`config.mk`:
```
export PLATFORM = sky130hd
export DESIGN_NAME = mdio_slave
export DESIGN_NICKNAME = d
export VERILOG_FILES = /design/src/rtl/mdio_slv_pkg.sv /design/src/rtl/mdio_preamble_tracker.sv /design/src/rtl/mdio_frame_decoder.sv /design/src/rtl/mdio_read_driver.sv /design/src/rtl/mdio_slave.sv
export SDC_FILE = /design/constraint.sdc
export NUM_CORES = 1
export LEC_CHECK = 0
export BUFFER_PORTS_ARGS = -buffer_cell sky130_fd_sc_hd__buf_2
export CAP_MARGIN = 30
export CORE_MARGIN = 4
export CORE_UTILIZATION = 50
export DETAILED_ROUTE_END_ITERATION = 7
export PLACE_DENSITY_LB_ADDON = 0.08
export REMOVE_ABC_BUFFERS = 1
export SLEW_MARGIN = 40
export SYNTH_ARGS = -nofsm -noshare
export SYNTH_HDL_FRONTEND = slang
export SYNTH_SLANG_ARGS = --single-unit
```
`constraint.sdc`:
```
create_clock -name clk -period 4.05 [get_ports clk]
set_input_delay 1.215 -clock clk [delete_from_list [all_inputs] [get_ports clk]]
set_output_delay 1.215 -clock clk [all_outputs]
set_load 0.005 [all_outputs]
```
`src/rtl/mdio_slv_pkg.sv`:
```
package mdio_slv_pkg;

  typedef enum logic [2:0] {
    ST_IDLE,
    ST_START,
    ST_OP,
    ST_PHY,
    ST_REG,
    ST_TA,
    ST_DATA
  } frame_st_e;

  localparam int OP_W = 2;
  localparam int TA_W = 2;
  localparam logic [OP_W-1:0] OP_READ  = 2'b10;
  localparam logic [OP_W-1:0] OP_WRITE = 2'b01;

endpackage

```
`src/rtl/mdio_preamble_tracker.sv`:
```
module mdio_preamble_tracker #(
  parameter int PRE_LEN = 32
) (
  input  logic clk,
  input  logic rst_n,
  input  logic in_idle,
  input  logic bit_in,
  output logic sof
);
  localparam int CW = $clog2(PRE_LEN + 1);
  localparam logic [CW-1:0] FULL = CW'(PRE_LEN);

  logic [CW-1:0] run_q;
  logic          seen_q;

  // Count consecutive ones sampled while idle, saturating at a full preamble.
  always_ff @(posedge clk or negedge rst_n) begin
    if (!rst_n) begin
      run_q  <= '0;
      seen_q <= 1'b0;
    end else if (!in_idle || !bit_in) begin
      run_q <= '0;
    end else begin
      if (run_q != FULL) run_q <= run_q + 1'b1;
      if (run_q >= FULL - 1'b1) seen_q <= 1'b1;
    end
  end

  // A zero while idle opens a frame after a full preamble, or after
  // at least one idle bit once a full preamble has been seen.
  assign sof = in_idle && !bit_in &&
               ((run_q == FULL) || (seen_q && (run_q != '0)));

endmodule

```
`src/rtl/mdio_frame_decoder.sv`:
```
module mdio_frame_decoder
  import mdio_slv_pkg::*;
#(
  parameter int ADDR_W = 5,
  parameter int DATA_W = 16
) (
  input  logic              clk,
  input  logic              rst_n,
  input  logic              bit_in,
  input  logic              sof,
  input  logic [ADDR_W-1:0] phy_addr,
  output logic              in_idle,
  output logic              ta_first,
  output logic              ta_second,
  output logic              data_step,
  output logic              data_last,
  output logic              rd_act,
  output logic [ADDR_W-1:0] reg_addr,
  output logic [DATA_W-1:0] reg_wdata,
  output logic              reg_wr,
  output logic              reg_rd
);
  localparam int HDR_W = OP_W + 2 * ADDR_W;
  localparam int CW    = $clog2(DATA_W) + 1;

  frame_st_e         state_q;
  logic [CW-1:0]     cnt_q;
  logic [HDR_W-2:0]  hdr_q;
  logic [DATA_W-2:0] wsh_q;
  logic              wr_act_q;
  logic              rd_act_q;

  logic [HDR_W-1:0]  hdr_full;
  logic [OP_W-1:0]   f_op;
  logic [ADDR_W-1:0] f_phy;
  logic [ADDR_W-1:0] f_reg;
  logic              f_match;

  function automatic logic [CW-1:0] last_idx(input frame_st_e s);
    case (s)
      ST_OP:          return CW'(OP_W - 1);
      ST_PHY, ST_REG: return CW'(ADDR_W - 1);
      ST_TA:          return CW'(TA_W - 1);
      ST_DATA:        return CW'(DATA_W - 1);
      default:        return '0;
    endcase
  endfunction

  assign hdr_full = {hdr_q, bit_in};
  assign f_op     = hdr_full[HDR_W-1 -: OP_W];
  assign f_phy    = hdr_full[2*ADDR_W-1 -: ADDR_W];
  assign f_reg    = hdr_full[ADDR_W-1:0];
  assign f_match  = (f_phy == phy_addr);

  always_ff @(posedge clk or negedge rst_n) begin
    if (!rst_n) begin
      state_q   <= ST_IDLE;
      cnt_q     <= '0;
      hdr_q     <= '0;
      wsh_q     <= '0;
      wr_act_q  <= 1'b0;
      rd_act_q  <= 1'b0;
      reg_addr  <= '0;
      reg_wdata <= '0;
      reg_wr    <= 1'b0;
      reg_rd    <= 1'b0;
    end else begin
      reg_wr <= 1'b0;
      reg_rd <= 1'b0;
      case (state_q)
        ST_IDLE: begin
          cnt_q <= '0;
          if (sof) state_q <= ST_START;
        end
        ST_START: begin
          cnt_q   <= '0;
          state_q <= bit_in ? ST_OP : ST_IDLE;
        end
        default: begin
          if (state_q inside {ST_OP, ST_PHY, ST_REG})
            hdr_q <= {hdr_q[HDR_W-3:0], bit_in};
          if (state_q == ST_DATA)
            wsh_q <= {wsh_q[DATA_W-3:0], bit_in};
          if (cnt_q == last_idx(state_q)) begin
            cnt_q <= '0;
            case (state_q)
              ST_OP:  state_q <= ST_PHY;
              ST_PHY: state_q <= ST_REG;
              ST_REG: begin
                state_q  <= ST_TA;
                rd_act_q <= f_match && (f_op == OP_READ);
                wr_act_q <= f_match && (f_op == OP_WRITE);
                reg_rd   <= f_match && (f_op == OP_READ);
                if (f_match && (f_op == OP_READ || f_op == OP_WRITE))
                  reg_addr <= f_reg;
              end
              ST_TA:  state_q <= ST_DATA;
              default: begin
                state_q  <= ST_IDLE;
                rd_act_q <= 1'b0;
                wr_act_q <= 1'b0;
                if (wr_act_q) begin
                  reg_wr    <= 1'b1;
                  reg_wdata <= {wsh_q, bit_in};
                end
              end
            endcase
          end else begin
            cnt_q <= cnt_q + 1'b1;
          end
        end
      endcase
    end
  end

  assign in_idle   = (state_q == ST_IDLE);
  assign ta_first  = (state_q == ST_TA) && (cnt_q == '0);
  assign ta_second = (state_q == ST_TA) && (cnt_q == CW'(TA_W - 1));
  assign data_step = (state_q == ST_DATA);
  assign data_last = (state_q == ST_DATA) && (cnt_q == CW'(DATA_W - 1));
  assign rd_act    = rd_act_q;

endmodule

```
`src/rtl/mdio_read_driver.sv`:
```
module mdio_read_driver #(
  parameter int DATA_W = 16
) (
  input  logic              clk,
  input  logic              rst_n,
  input  logic              rd_act,
  input  logic              ta_first,
  input  logic              ta_second,
  input  logic              data_step,
  input  logic              data_last,
  input  logic [DATA_W-1:0] rdata,
  output logic              mdio_o,
  output logic              mdio_oe
);
  logic [DATA_W-2:0] sh_q;

  always_ff @(posedge clk or negedge rst_n) begin
    if (!rst_n) begin
      mdio_o  <= 1'b0;
      mdio_oe <= 1'b0;
      sh_q    <= '0;
    end else if (rd_act) begin
      if (ta_first) begin
        mdio_oe <= 1'b1;
        mdio_o  <= 1'b0;
      end else if (ta_second) begin
        mdio_o <= rdata[DATA_W-1];
        sh_q   <= rdata[DATA_W-2:0];
      end else if (data_step) begin
        if (data_last) begin
          mdio_oe <= 1'b0;
          mdio_o  <= 1'b0;
        end else begin
          mdio_o <= sh_q[DATA_W-2];
          sh_q   <= {sh_q[DATA_W-3:0], 1'b0};
        end
      end
    end
  end

endmodule

```
`src/rtl/mdio_slave.sv`:
```
module mdio_slave #(
  parameter int ADDR_W  = 5,
  parameter int DATA_W  = 16,
  parameter int PRE_LEN = 32
) (
  input  logic              clk,
  input  logic              rst_n,
  input  logic [ADDR_W-1:0] phy_addr,
  input  logic              mdio_i,
  output logic              mdio_o,
  output logic              mdio_oe,
  output logic [ADDR_W-1:0] reg_addr,
  output logic [DATA_W-1:0] reg_wdata,
  output logic              reg_wr,
  output logic              reg_rd,
  input  logic [DATA_W-1:0] reg_rdata
);
  logic in_idle, sof;
  logic ta_first, ta_second, data_step, data_last, rd_act;

  mdio_preamble_tracker #(.PRE_LEN(PRE_LEN)) u_pre (
    .clk(clk), .rst_n(rst_n), .in_idle(in_idle), .bit_in(mdio_i), .sof(sof)
  );

  mdio_frame_decoder #(.ADDR_W(ADDR_W), .DATA_W(DATA_W)) u_dec (
    .clk(clk), .rst_n(rst_n), .bit_in(mdio_i), .sof(sof), .phy_addr(phy_addr),
    .in_idle(in_idle), .ta_first(ta_first), .ta_second(ta_second),
    .data_step(data_step), .data_last(data_last), .rd_act(rd_act),
    .reg_addr(reg_addr), .reg_wdata(reg_wdata), .reg_wr(reg_wr), .reg_rd(reg_rd)
  );

  mdio_read_driver #(.DATA_W(DATA_W)) u_drv (
    .clk(clk), .rst_n(rst_n), .rd_act(rd_act), .ta_first(ta_first),
    .ta_second(ta_second), .data_step(data_step), .data_last(data_last),
    .rdata(reg_rdata), .mdio_o(mdio_o), .mdio_oe(mdio_oe)
  );

endmodule

```
-- After elaboration in Yosys (flattened, before gate mapping)
Index checks and enable logic that the tools add are counted.
- flip-flop bits (word level): 83
- output and inout bits: 25
- word-level logic and storage cells: 110
- $add $sub $neg: 2
- order comparisons: 1
- eq/ne operators: 17
- mux-type cells: 31
- bitwise operators: 5
- reductions and logical operators: 39
- operators with widths (kind ; count):
    $mux W15 ; 3
    $reduce_and A4 Y1 ; 4
    $mux W1 ; 15
    $mux W5 ; 3
    $mux W6 ; 2
    $pmux W3 S4 ; 1
    $pmux W4 S3 ; 1
    $eq A5 B5 Y1 ; 2
    $reduce_and A2 Y1 ; 5
    $eq A3 B3 Y1 const B ; 3
    $logic_and A1 B1 Y1 ; 9
    $reduce_bool A3 Y1 ; 3
    $reduce_bool A2 Y1 ; 4
    $add A6 B1 Y6 const B ; 1
    $eq A3 B2 Y1 const B ; 2
    $eq A6 B6 Y1 const B ; 1
    $ge A6 B5 Y1 const B ; 1
    $mux W3 ; 2
    $ne A2 B2 Y1 const B ; 3
    $ne A6 B6 Y1 const B ; 1
    $pmux W3 S2 ; 1
    $reduce_bool A6 Y1 ; 1
    $reduce_or A2 Y1 ; 3
    $add A5 B1 Y5 const B ; 1
    other kinds (15) ; 23

-- Depth between registers and ports, before layout
- depth in word-level cells: 7
- depth in mapped cells: 7
- depth with buffers taken out: 7

-- By module
From an unflattened synthesis, not the netlist that was laid out.
- cells, all modules: 330
- area, all modules: 3960.0 µm²
- modules (own cells, without submodules) (module ; times used ; cells an instance ; area an instance (µm²)):
    mdio_frame_decoder ; 1 ; 225 ; 2633.8
    mdio_read_driver ; 1 ; 65 ; 927.1
    mdio_preamble_tracker ; 1 ; 40 ; 399.1

-- Worst setup path before layout
No wires, ideal clock.
- kind: input -> register
- from: input port phy_addr[0]
- to: register u_dec.reg_addr[0]
- library setup time: 0.125 ns
- arrival: 2.440 ns
- setup slack: 1.485 ns
- stages: 5
- path through: xor2_1 > nor4_2 > nand3b_1 > nor4_4 > mux2_2
- word-level cells in the longest chain between the ends: 3
- ends and longest elaborated chain (item ; RTL line ; source):
    from (decl) ; mdio_slave.sv:8 ; input logic [ADDR_W-1:0] phy_addr,
    $eq A5 B5 Y1 ; mdio_frame_decoder.sv:53 ; assign f_match = (f_phy == phy_addr);
    $logic_and A1 B1 Y1 ; mdio_frame_decoder.sv:94 ; if (f_match && (f_op == OP_READ || f_op == OP_WRITE))
    $reduce_and A4 Y1 (no line) ; n/a ;
    to (signal assigned) ; mdio_frame_decoder.sv:95 ; reg_addr <= f_reg;
    to (decl) ; mdio_frame_decoder.sv:18 ; output logic [ADDR_W-1:0] reg_addr,
Every way passes these cells.
A chain may end at the register's enable or synchronous reset.

-- Worst setup path after layout
- from: register u_dec.state_q[2]
- to: register u_dec.reg_wdata[0]
- word-level cells in the longest chain between the ends: 6
- ends and longest elaborated chain (item ; RTL line ; source):
    from (decl) ; mdio_frame_decoder.sv:26 ; frame_st_e state_q;
    from (signal assigned) ; mdio_frame_decoder.sv:77 ; state_q <= bit_in ? ST_OP : ST_IDLE;
    $eq A3 B3 Y1 or $eq A3 B2 Y1 (tied branches) ; mdio_frame_decoder.sv:40, mdio_frame_decoder.sv:86 ;
    $reduce_or A2 Y1 (on tied branches) ; n/a ;
    $pmux W4 S3 ; mdio_frame_decoder.sv:40 ; case (s)
    $mux W5 ; mdio_frame_decoder.sv:70 ; case (state_q)
    $eq A5 B5 Y1 ; mdio_frame_decoder.sv:84 ; if (cnt_q == last_idx(state_q)) begin
    $reduce_and A4 Y1 (no line) (*) ; n/a ;
    to (signal assigned) ; mdio_frame_decoder.sv:104 ; reg_wdata <= {wsh_q, bit_in};
    to (decl) ; mdio_frame_decoder.sv:19 ; output logic [DATA_W-1:0] reg_wdata,
Every way passes the cells marked *; elsewhere a longest branch is shown, timed or not. The select of a mux whose other input is x is not followed.

==> metrics.txt <==
Post-Place Setup Slack=1213 ps; area of the die=9429 sq um; Synth top area share=0.5232; reg2reg start=u_dec.state_q[2]$_DFFE_PN0P_; launch point of the worst hold path=u_pre.seen_q$_DFFE_PN0P_; multi-input combinational cell area=1785 sq um; max-cap violation count=0; Mapped Avg Cell Area=13.32 sq um; Post-Route Skew=11.03 ps; Synth async-reset ratio=1.000; number of rows in the core area=32; Register Area=2077 sq um; WP data arrival=2840 ps; kind of launch point of the worst setup path=flip-flop; final WL=6.807 mm; TritonCTS buffer count=9; CTS tree=built; shortest clock period the worst path allows after layout=2600 ps; hold violation total from the final report=0; summed instance area of the synthesized netlist=3970 sq um; number of global-route vias before repair=2553; aggregate global routing overflow=0; number of cells in the design after placement=442; share of layout cells above drive strength 1=0.4382; count of clock tree sinks=83; count of pins over their slew limit=0; result of the run=finished clean; I/O pin count=49; # nets final=387; initial antenna violation count=0; worst path setup slack after routing=1450 ps; unique cell type count in the Yosys netlist=49; overall via count from detail_route=2447; Area contributors post-synth=sky130_fd_sc_hd__dfrtp_1 (52%), sky130_fd_sc_hd__mux2_2 (19%), sky130_fd_sc_hd__ha_1 (3.8%); ratio of total power to cell area=338.2 nW/um^2; clock root buffer=sky130_fd_sc_hd__clkbuf_8; buffers from clock root to sink, at most=2; number of gates resized after cts=0; clock edge transition at the registers on the reported setup and hold paths=100 ps; worst reg2reg setup slack=1450 ps; number of synthesis warnings=0; sequential-to-total area share from yosys stat=0.5232; y dimension of the die=97.11 um; kind of path behind the tightest hold check=flip-flop to flip-flop; count of non-filler cells in the finished layout=458; top_reg_cell synth=sky130_fd_sc_hd__dfrtp_1; global-route wire length before repair=12.15 mm; DRC=0; nature of the critical path endpoint=flip-flop; half-perimeter wire length after detailed placement=4.578 mm; static power due to leakage=2.105 nW; Final Wtd Congestion=0.8217; Setup-failing EPs final=0; maximum number of pins on one net before global-route repair=84; maximum ir drop on the vdd rail=0.2098 mV; leading cell type in the layout, fill and taps excluded=sky130_fd_sc_hd__dfrtp_1; worst-path fanout max=17; Ant. Diodes=0; number of search-and-repair iterations in the first detailed-routing pass=4; critical setup path kind=flip-flop to flip-flop; post-synthesis cell type with the largest combined area=sky130_fd_sc_hd__dfrtp_1; number of enable flip-flop cells after synthesis=0; overall routing resource usage=0.1557; worst-skew pair later-pin latency=350 ps; maximum operating frequency=0.3846 GHz; Pwr Total=1.524 mW; count of state elements after synthesis=83; number of nets still failing antenna checks after routing=0; core region area=7727 sq um; CTS Hold Bufs=0; detailed-route wire length per cell=14.86 um; endpoint required time on the critical path=4290 ps; effective utilization at floorplan=0.5138; worst rel slew slack=0.4966; Die X-Extent=97.11 um; RSZ-0062 raised after global routing=no; setup TNS=0 ps; most frequent cells in the layout=sky130_fd_sc_hd__dfrtp_1 (83), sky130_fd_sc_hd__mux2_2 (66), sky130_fd_sc_hd__buf_2 (47); Worst-Margin Slew=752.5 ps; post-synthesis instance total=298; launch point of the worst path=u_dec.state_q[2]$_DFFE_PN0P_; relative area change from synthesis to final layout=13.49%; IO Port Bufs=48; H-tree level count=3; mean number of vias per cell=5.343; drt first-iter violations=68; number of fillers in the final layout=638; number of buffers inserted by post-CTS setup repair=0; crit share post-route=0.6419
-- synth_stat cells, types with 2 or more instances --
master	count
sky130_fd_sc_hd__a21oi_1	4
sky130_fd_sc_hd__a22o_1	2
sky130_fd_sc_hd__and3_1	4
sky130_fd_sc_hd__and3b_2	2
sky130_fd_sc_hd__buf_4	2
sky130_fd_sc_hd__clkbuf_1	5
sky130_fd_sc_hd__dfrtp_1	83
sky130_fd_sc_hd__ha_1	12
sky130_fd_sc_hd__inv_1	13
sky130_fd_sc_hd__mux2_2	66
sky130_fd_sc_hd__mux2_4	10
sky130_fd_sc_hd__mux2i_1	3
sky130_fd_sc_hd__nand2_1	11
sky130_fd_sc_hd__nand3_1	9
sky130_fd_sc_hd__nand3b_1	3
sky130_fd_sc_hd__nor2_1	10
sky130_fd_sc_hd__nor3_1	9
sky130_fd_sc_hd__nor3b_1	3
sky130_fd_sc_hd__nor4b_1	2
sky130_fd_sc_hd__o21ai_0	5
sky130_fd_sc_hd__o22ai_1	2
sky130_fd_sc_hd__xnor2_1	2
sky130_fd_sc_hd__xor2_1	10
-- per-stage QoR --
stage               instance area, sq um  utilization  hold WS [ps]
floorplan                           3911            -         442.5
finish                              4506       0.5831         484.4
global placement                    4304       0.5570         458.8
CTS                                 4503       0.5827         485.7
global route                        4506       0.5831         523.0
detailed placement                  4308       0.5575         461.2
-- critical path: stages (launching register included) --
cell and delay (ps):
sky130_fd_sc_hd__dfrtp_1 650, sky130_fd_sc_hd__or3b_4 470, sky130_fd_sc_hd__a21oi_2 160, sky130_fd_sc_hd__o221ai_2 290
sky130_fd_sc_hd__nor3_4 230, sky130_fd_sc_hd__buf_4 300, sky130_fd_sc_hd__mux2_2 370
-- kinds of logic after synthesis --
kind of cell	share of synthesized area
AO/OA/AOI/OAI	0.05106
XOR/XNOR	0.02647
adder cells (fa/ha/maj)	0.03782
buffers and inverters	0.02710
flip-flops	0.5232
multiplexers	0.2326
AND/OR/NAND/NOR	0.1018
-- routing by layer --
metal | vias to the layer above | routed length, um | track usage | part of all wire
met1 | 1218 | 3199 | 0.2098 | 0.47
met2 | 41 | 3156 | 0.2436 | 0.46
met3 | 12 | 338 | 0.03877 | 0.050
met5 | - | 0 | 0 | 0
met4 | 0 | 112 | 0.05940 | 0.016
li1 | 1176 | - | - | -
-- where the power goes --
part	total (mW)	internal, mW	switching, mW
sequential	0.870	0.853	0.0172
combinational	0.0758	0.0396	0.0362
clock	0.578	0.241	0.337
-- state kept, by name (all words and copies together) (netlist names), 3 cells and up --
signal / cells
u_dec.cnt_q: 5
u_dec.reg_wdata: 16
u_dec.reg_addr: 5
u_drv.sh_q: 15
u_dec.wsh_q: 15
u_pre.run_q: 6
u_dec.state_q: 3
u_dec.hdr_q: 11
-- layout make-up --
type                       count  area share
multi-input combinational    193      0.3963
timing repair buffer          51     0.06026
sequential                    83      0.4610
clock buffer                   9     0.02749
clock inverter                 7     0.01583
tap                          102     0.02833
inverter                      13     0.01083
-- path summary, 6_finish.rpt --
path | cells past startpoint | to
max | 6 | u_dec.reg_wdata[0]$_DFFE_PN0P_
max reg2reg | 6 | u_dec.reg_wdata[0]$_DFFE_PN0P_
min | 1 | u_pre.seen_q$_DFFE_PN0P_
max in group asynchronous | 1 | u_dec.hdr_q[9]$_DFFE_PN0P_
min in group asynchronous | 1 | u_dec.cnt_q[4]$_DFF_PN0_
min reg2reg | 1 | u_pre.seen_q$_DFFE_PN0P_
(Power assumes the default switching activity.)
